[config.mk]
export PLATFORM = sky130hd
export DESIGN_NAME = flag_ofs_loader
export DESIGN_NICKNAME = d
export VERILOG_FILES = /design/src/rtl/flag_ofs_pkg.sv /design/src/rtl/ofs_selector.sv /design/src/rtl/ofs_regs.sv /design/src/rtl/ofs_rdport.sv /design/src/rtl/flag_ofs_loader.sv
export SDC_FILE = /design/constraint.sdc
export NUM_CORES = 1
export LEC_CHECK = 0
export BUFFER_PORTS_ARGS = -buffer_cell sky130_fd_sc_hd__buf_2
export CAP_MARGIN = 40
export CORE_MARGIN = 4
export CORE_UTILIZATION = 40
export CTS_CLUSTER_DIAMETER = 80
export DETAILED_ROUTE_END_ITERATION = 7
export PLACE_DENSITY_LB_ADDON = 0.3
export SETUP_SLACK_MARGIN = 0.4
export SLEW_MARGIN = 0
export SYNTH_ARGS = -nofsm -noshare
export SYNTH_HDL_FRONTEND = slang
export SYNTH_SLANG_ARGS = --single-unit
[constraint.sdc]
create_clock -name clk_i -period 1.23 [get_ports clk_i]
set_input_delay 0.123 -clock clk_i [delete_from_list [all_inputs] [get_ports clk_i]]
set_output_delay 0.123 -clock clk_i [all_outputs]
set_load 0.05 [all_outputs]
[src/rtl/flag_ofs_pkg.sv]
package flag_ofs_pkg;
  typedef enum logic {
    SEL_AE = 1'b0,
    SEL_AF = 1'b1
  } ofs_sel_e;
endpackage

[src/rtl/ofs_selector.sv]
module ofs_selector
  import flag_ofs_pkg::*;
(
  input  logic     clk_i,
  input  logic     rst_ni,
  input  logic     step_i,
  output ofs_sel_e sel_o
);
  ofs_sel_e sel_q;

  always_ff @(posedge clk_i or negedge rst_ni) begin
    if (!rst_ni)     sel_q <= SEL_AE;
    else if (step_i) sel_q <= (sel_q == SEL_AE) ? SEL_AF : SEL_AE;
  end

  assign sel_o = sel_q;


  sel_step_chk: assert property (@(posedge clk_i) disable iff (!rst_ni)
    step_i |=> sel_q != $past(sel_q));

  sel_hold_chk: assert property (@(posedge clk_i) disable iff (!rst_ni)
    !step_i |=> $stable(sel_q));
endmodule

[src/rtl/ofs_regs.sv]
module ofs_regs
  import flag_ofs_pkg::*;
#(
  parameter int          OFS_W   = 12,
  parameter logic [15:0] DEF_OFS = 16'd7
) (
  input  logic             clk_i,
  input  logic             rst_ni,
  input  logic             wr_i,
  input  ofs_sel_e         sel_i,
  input  logic [OFS_W-1:0] wdata_i,
  output logic [OFS_W-1:0] ae_o,
  output logic [OFS_W-1:0] af_o
);
  localparam int NREG = 2;
  logic [OFS_W-1:0] ofs_q [NREG];

  for (genvar g = 0; g < NREG; g++) begin : g_reg
    always_ff @(posedge clk_i or negedge rst_ni) begin
      if (!rst_ni)                          ofs_q[g] <= DEF_OFS[OFS_W-1:0];
      else if (wr_i && (int'(sel_i) == g)) ofs_q[g] <= wdata_i;
    end
  end

  assign ae_o = ofs_q[SEL_AE];
  assign af_o = ofs_q[SEL_AF];


  ae_load_chk: assert property (@(posedge clk_i) disable iff (!rst_ni)
    (wr_i && sel_i == SEL_AE) |=> ae_o == $past(wdata_i) && $stable(af_o));

  af_load_chk: assert property (@(posedge clk_i) disable iff (!rst_ni)
    (wr_i && sel_i == SEL_AF) |=> af_o == $past(wdata_i) && $stable(ae_o));

  ofs_hold_chk: assert property (@(posedge clk_i) disable iff (!rst_ni)
    !wr_i |=> $stable(ae_o) && $stable(af_o));
endmodule

[src/rtl/ofs_rdport.sv]
module ofs_rdport
  import flag_ofs_pkg::*;
#(
  parameter int DATA_W = 18,
  parameter int OFS_W  = 12
) (
  input  logic              clk_i,
  input  logic              rst_ni,
  input  logic              rd_i,
  input  ofs_sel_e          sel_i,
  input  logic [OFS_W-1:0]  ae_i,
  input  logic [OFS_W-1:0]  af_i,
  output logic [DATA_W-1:0] data_o,
  output logic              valid_o
);
  logic [OFS_W-1:0] pick;
  assign pick = (sel_i == SEL_AF) ? af_i : ae_i;

  always_ff @(posedge clk_i or negedge rst_ni) begin
    if (!rst_ni) begin
      data_o  <= '0;
      valid_o <= 1'b0;
    end else begin
      valid_o <= rd_i;
      if (rd_i) data_o <= DATA_W'(pick);
    end
  end


  rd_upper_zero_chk: assert property (@(posedge clk_i) disable iff (!rst_ni)
    valid_o |-> (data_o >> OFS_W) == '0);

  rd_hold_chk: assert property (@(posedge clk_i) disable iff (!rst_ni)
    !rd_i |=> $stable(data_o) && !valid_o);
endmodule

[src/rtl/flag_ofs_loader.sv]
module flag_ofs_loader
  import flag_ofs_pkg::*;
#(
  parameter int          DEPTH   = 512,
  parameter int          DATA_W  = 18,
  parameter int          OFS_W   = (DEPTH >= 4096) ? 16 : 12,
  parameter logic [15:0] DEF_OFS = 16'd7
) (
  input  logic              clk_i,
  input  logic              rst_ni,
  input  logic              load_sel_i,
  input  logic              wr_en_i,
  input  logic              rd_en_i,
  input  logic [DATA_W-1:0] data_i,
  output logic [DATA_W-1:0] data_o,
  output logic              rd_valid_o,
  output logic              fifo_wr_o,
  output logic              fifo_rd_o,
  output logic [OFS_W-1:0]  ae_ofs_o,
  output logic [OFS_W-1:0]  af_ofs_o
);
  logic     ld_wr, ld_rd;
  ofs_sel_e sel;

  assign ld_wr     = load_sel_i & wr_en_i;
  assign ld_rd     = load_sel_i & rd_en_i;
  assign fifo_wr_o = ~load_sel_i & wr_en_i;
  assign fifo_rd_o = ~load_sel_i & rd_en_i;

  ofs_selector u_sel (
    .clk_i  (clk_i),
    .rst_ni (rst_ni),
    .step_i (ld_wr | ld_rd),
    .sel_o  (sel)
  );

  ofs_regs #(.OFS_W(OFS_W), .DEF_OFS(DEF_OFS)) u_regs (
    .clk_i   (clk_i),
    .rst_ni  (rst_ni),
    .wr_i    (ld_wr),
    .sel_i   (sel),
    .wdata_i (data_i[OFS_W-1:0]),
    .ae_o    (ae_ofs_o),
    .af_o    (af_ofs_o)
  );

  ofs_rdport #(.DATA_W(DATA_W), .OFS_W(OFS_W)) u_rd (
    .clk_i   (clk_i),
    .rst_ni  (rst_ni),
    .rd_i    (ld_rd),
    .sel_i   (sel),
    .ae_i    (ae_ofs_o),
    .af_i    (af_ofs_o),
    .data_o  (data_o),
    .valid_o (rd_valid_o)
  );


  fifo_isolate_chk: assert property (@(posedge clk_i) disable iff (!rst_ni)
    (load_sel_i && (fifo_wr_o || fifo_rd_o)) == 1'b0);
endmodule

==> impl_metrics.tcl <==
set metrics [dict create \
    gp_congestion 0.666 \
    status "finished, final reports clean" \
    hold_violations 0 \
    avgViaCountPerCell 4.91 \
    drt_iter0_markers 81 \
    cts_made_buffers 5 \
    slowest_stage "dfrtp_2" \
    avgSynthCellArea_um2 14.0 \
    crit_fanout 6 \
    setup_viol 0 \
    cp_cell_sequence "nand3b_4, mux2_4" \
    grt_max_degree 25 \
    dieArea_um2 5300 \
    rows 23 \
    die_w_um 72.8 \
    cts.htree.levels 2 \
    ys_ff_latch 38 \
    grt_pass1_vias 1418 \
    worst-endpoint-arrival_ns 1.34 \
    clkTransAtPathRegs_ns 0.07 \
    ys_warn_count 0 \
    min_path_type "input port to register" \
    worst_path_largest_cell_delay_ns 0.45 \
    layout_commonest_cell "buf_6" \
    io_pins 68 \
    fmax_mhz 853 \
    synthCells 120 \
    postRouteAntennaNets 0 \
    antennaDiodeCount 0 \
    multi_input_area_um2 723 \
    hpwlAfterDp_um 2670 \
    routed-via-count 1251 \
    grt_usage_pct 17.2 \
    regArea_um2 963 \
    clk_latency_ns 0.29 \
    rsz0062_at_grt "yes" \
    core_um2 4030 \
    seq_area_frac_synth_pct 57.0 \
    drive_gt1_share_pct 63.9 \
    grt_pass1_wl_um 6810 \
    cts.sinks 38 \
    path_class "register to register" \
    area_delta_synth_final_pct 57.6 \
    start_util_pct 41.7 \
    final_area_um2 2650 \
    crit_required_ns 1.40 \
    nNetsFinal 227 \
    dpl-instance-area_um2 1990 \
    period_needed_ns 1.17 \
    drc_errors 0 \
    max_cap_viol_count 0 \
    slew_viol_final 0 \
    mostFrequentLayoutCells "buf_6, dfrtp_1, buf_4" \
    critPathLaunchType "register" \
    overflow 0 \
    clockBufferDepth 2 \
    routed_wl_um 4290 \
    synth_cell_type_count 17 \
    dr.pass1.iters 2 \
    wl_per_cell_um 16.8 \
    fillers 312 \
    cts_root_buf "clkbuf_8" \
    antenna_found_initial 0 \
    die_height_um 72.8 \
    io_buffers 55 \
    cts_tree "yes" \
    finClkSkew_ns 0.00849 \
    fin_crit_sh_pct 95.3 \
    syn_area_um2 1680 \
    endpoint_kind "register" \
]
-- routing by layer --
metal | global-route usage (%) | wire length (µm) | vias up
met4 | 6.97 | 68 | 0
li1 | - | - | 583
met2 | 28.2 | 2200 | 44
met5 | 0 | 0 | -
met1 | 21.6 | 1750 | 616
met3 | 4.55 | 266 | 8
-- per-stage QoR --
step                      std cells  hold slack (ns)  worst slack (ns)  TNS [ns]  util, %
after floorplan                 125           -0.173            0.0254         0        -
after global placement          221           0.0503            0.0143         0     49.5
after detailed placement        221           0.0555          -0.00685   -0.0178     49.5
after CTS                       253           0.0665            0.0555         0     65.0
after global routing            255           0.0678            0.0341         0     65.7
final                           255           0.0683            0.0579         0     65.7
-- kinds of logic after synthesis --
logic type / count (synthesis) / synth area share [%]
xor+xnor: 1 / 0.521
buf+inv: 14 / 6.40
flops: 38 / 57.0
mux: 36 / 25.5
simple gates: 5 / 2.90
compound gates: 25 / 7.45
other cells: 1 / 0.223
-- cell usage after synthesis --
library cell / number / area share (%)
mux2_2: 14 / 9.4
o21ai_0: 1 / 0.30
buf_2: 2 / 0.60
xnor2_1: 1 / 0.52
clkbuf_1: 1 / 0.22
mux2_4: 10 / 8.9
and2_1: 1 / 0.37
buf_4: 8 / 3.6
buf_6: 3 / 2.0
mux2i_1: 12 / 7.1
a21oi_1: 24 / 7.1
nand3b_4: 1 / 1.2
dfstp_2: 6 / 9.4
conb_1: 1 / 0.22
nor2b_1: 2 / 0.74
dfrtp_1: 32 / 48
nand3_2: 1 / 0.60
-- sequential cells by signal (all words and copies together), names as in the netlist --
signal	cells
u_rd.data_o	12
u_regs.ae_o	12
u_rd.valid_o	1
u_sel.sel_o	1
u_regs.af_o	12
-- worst paths after layout --
| check | slack, ns | cells past startpoint | end | from |
|---|---|---|---|---|
| worst max-delay path | 0.06 | 2 | u_regs.ae_o[8]$_DFFE_PN0P_ | u_sel.sel_o$_DFFE_PN0P_ |
| max in group asynchronous | 0.51 | 3 | u_regs.ae_o[7]$_DFFE_PN0P_ | rst_ni |
| worst max register to register | 0.06 | 2 | u_regs.ae_o[8]$_DFFE_PN0P_ | u_sel.sel_o$_DFFE_PN0P_ |
| min in group asynchronous | 0.27 | 2 | u_regs.af_o[11]$_DFFE_PN0P_ | rst_ni |
| worst min register to register | 0.55 | 2 | u_rd.data_o[4]$_DFFE_PN0P_ | u_rd.data_o[4]$_DFFE_PN0P_ |
| worst min-delay path | 0.07 | 2 | u_regs.ae_o[11]$_DFFE_PN0P_ | data_i[11] |
-- critical path, delay by kind of cell, from the launching register on --
| family | cells | cell delay [ns] |
|---|---|---|
| AND/OR/NAND/NOR | 1 | 0.26 |
| multiplexers | 1 | 0.34 |
| flip-flops | 1 | 0.45 |
-- final cells by class --
cell class,count,share of cell area [%]
multi-input combinational,75,27.3
timing repair buffer,84,30.5
sequential,38,36.4
tap,50,2.36
clock buffer,7,3.26
clock inverter,1,0.189
-- repair_timing --
action                     in CTS  in global routing
setup buffers                  21                  2
gates resized for setup       100                  3
pin swaps                       5                  0
hold endpoints to repair        8                  0
gates cloned                    2                  0
setup endpoints to repair      76                 75
hold buffers                    1                  0
Power is not shown: default switching activity piles up to over one toggle a cycle in this logic, so the estimate is an artifact.
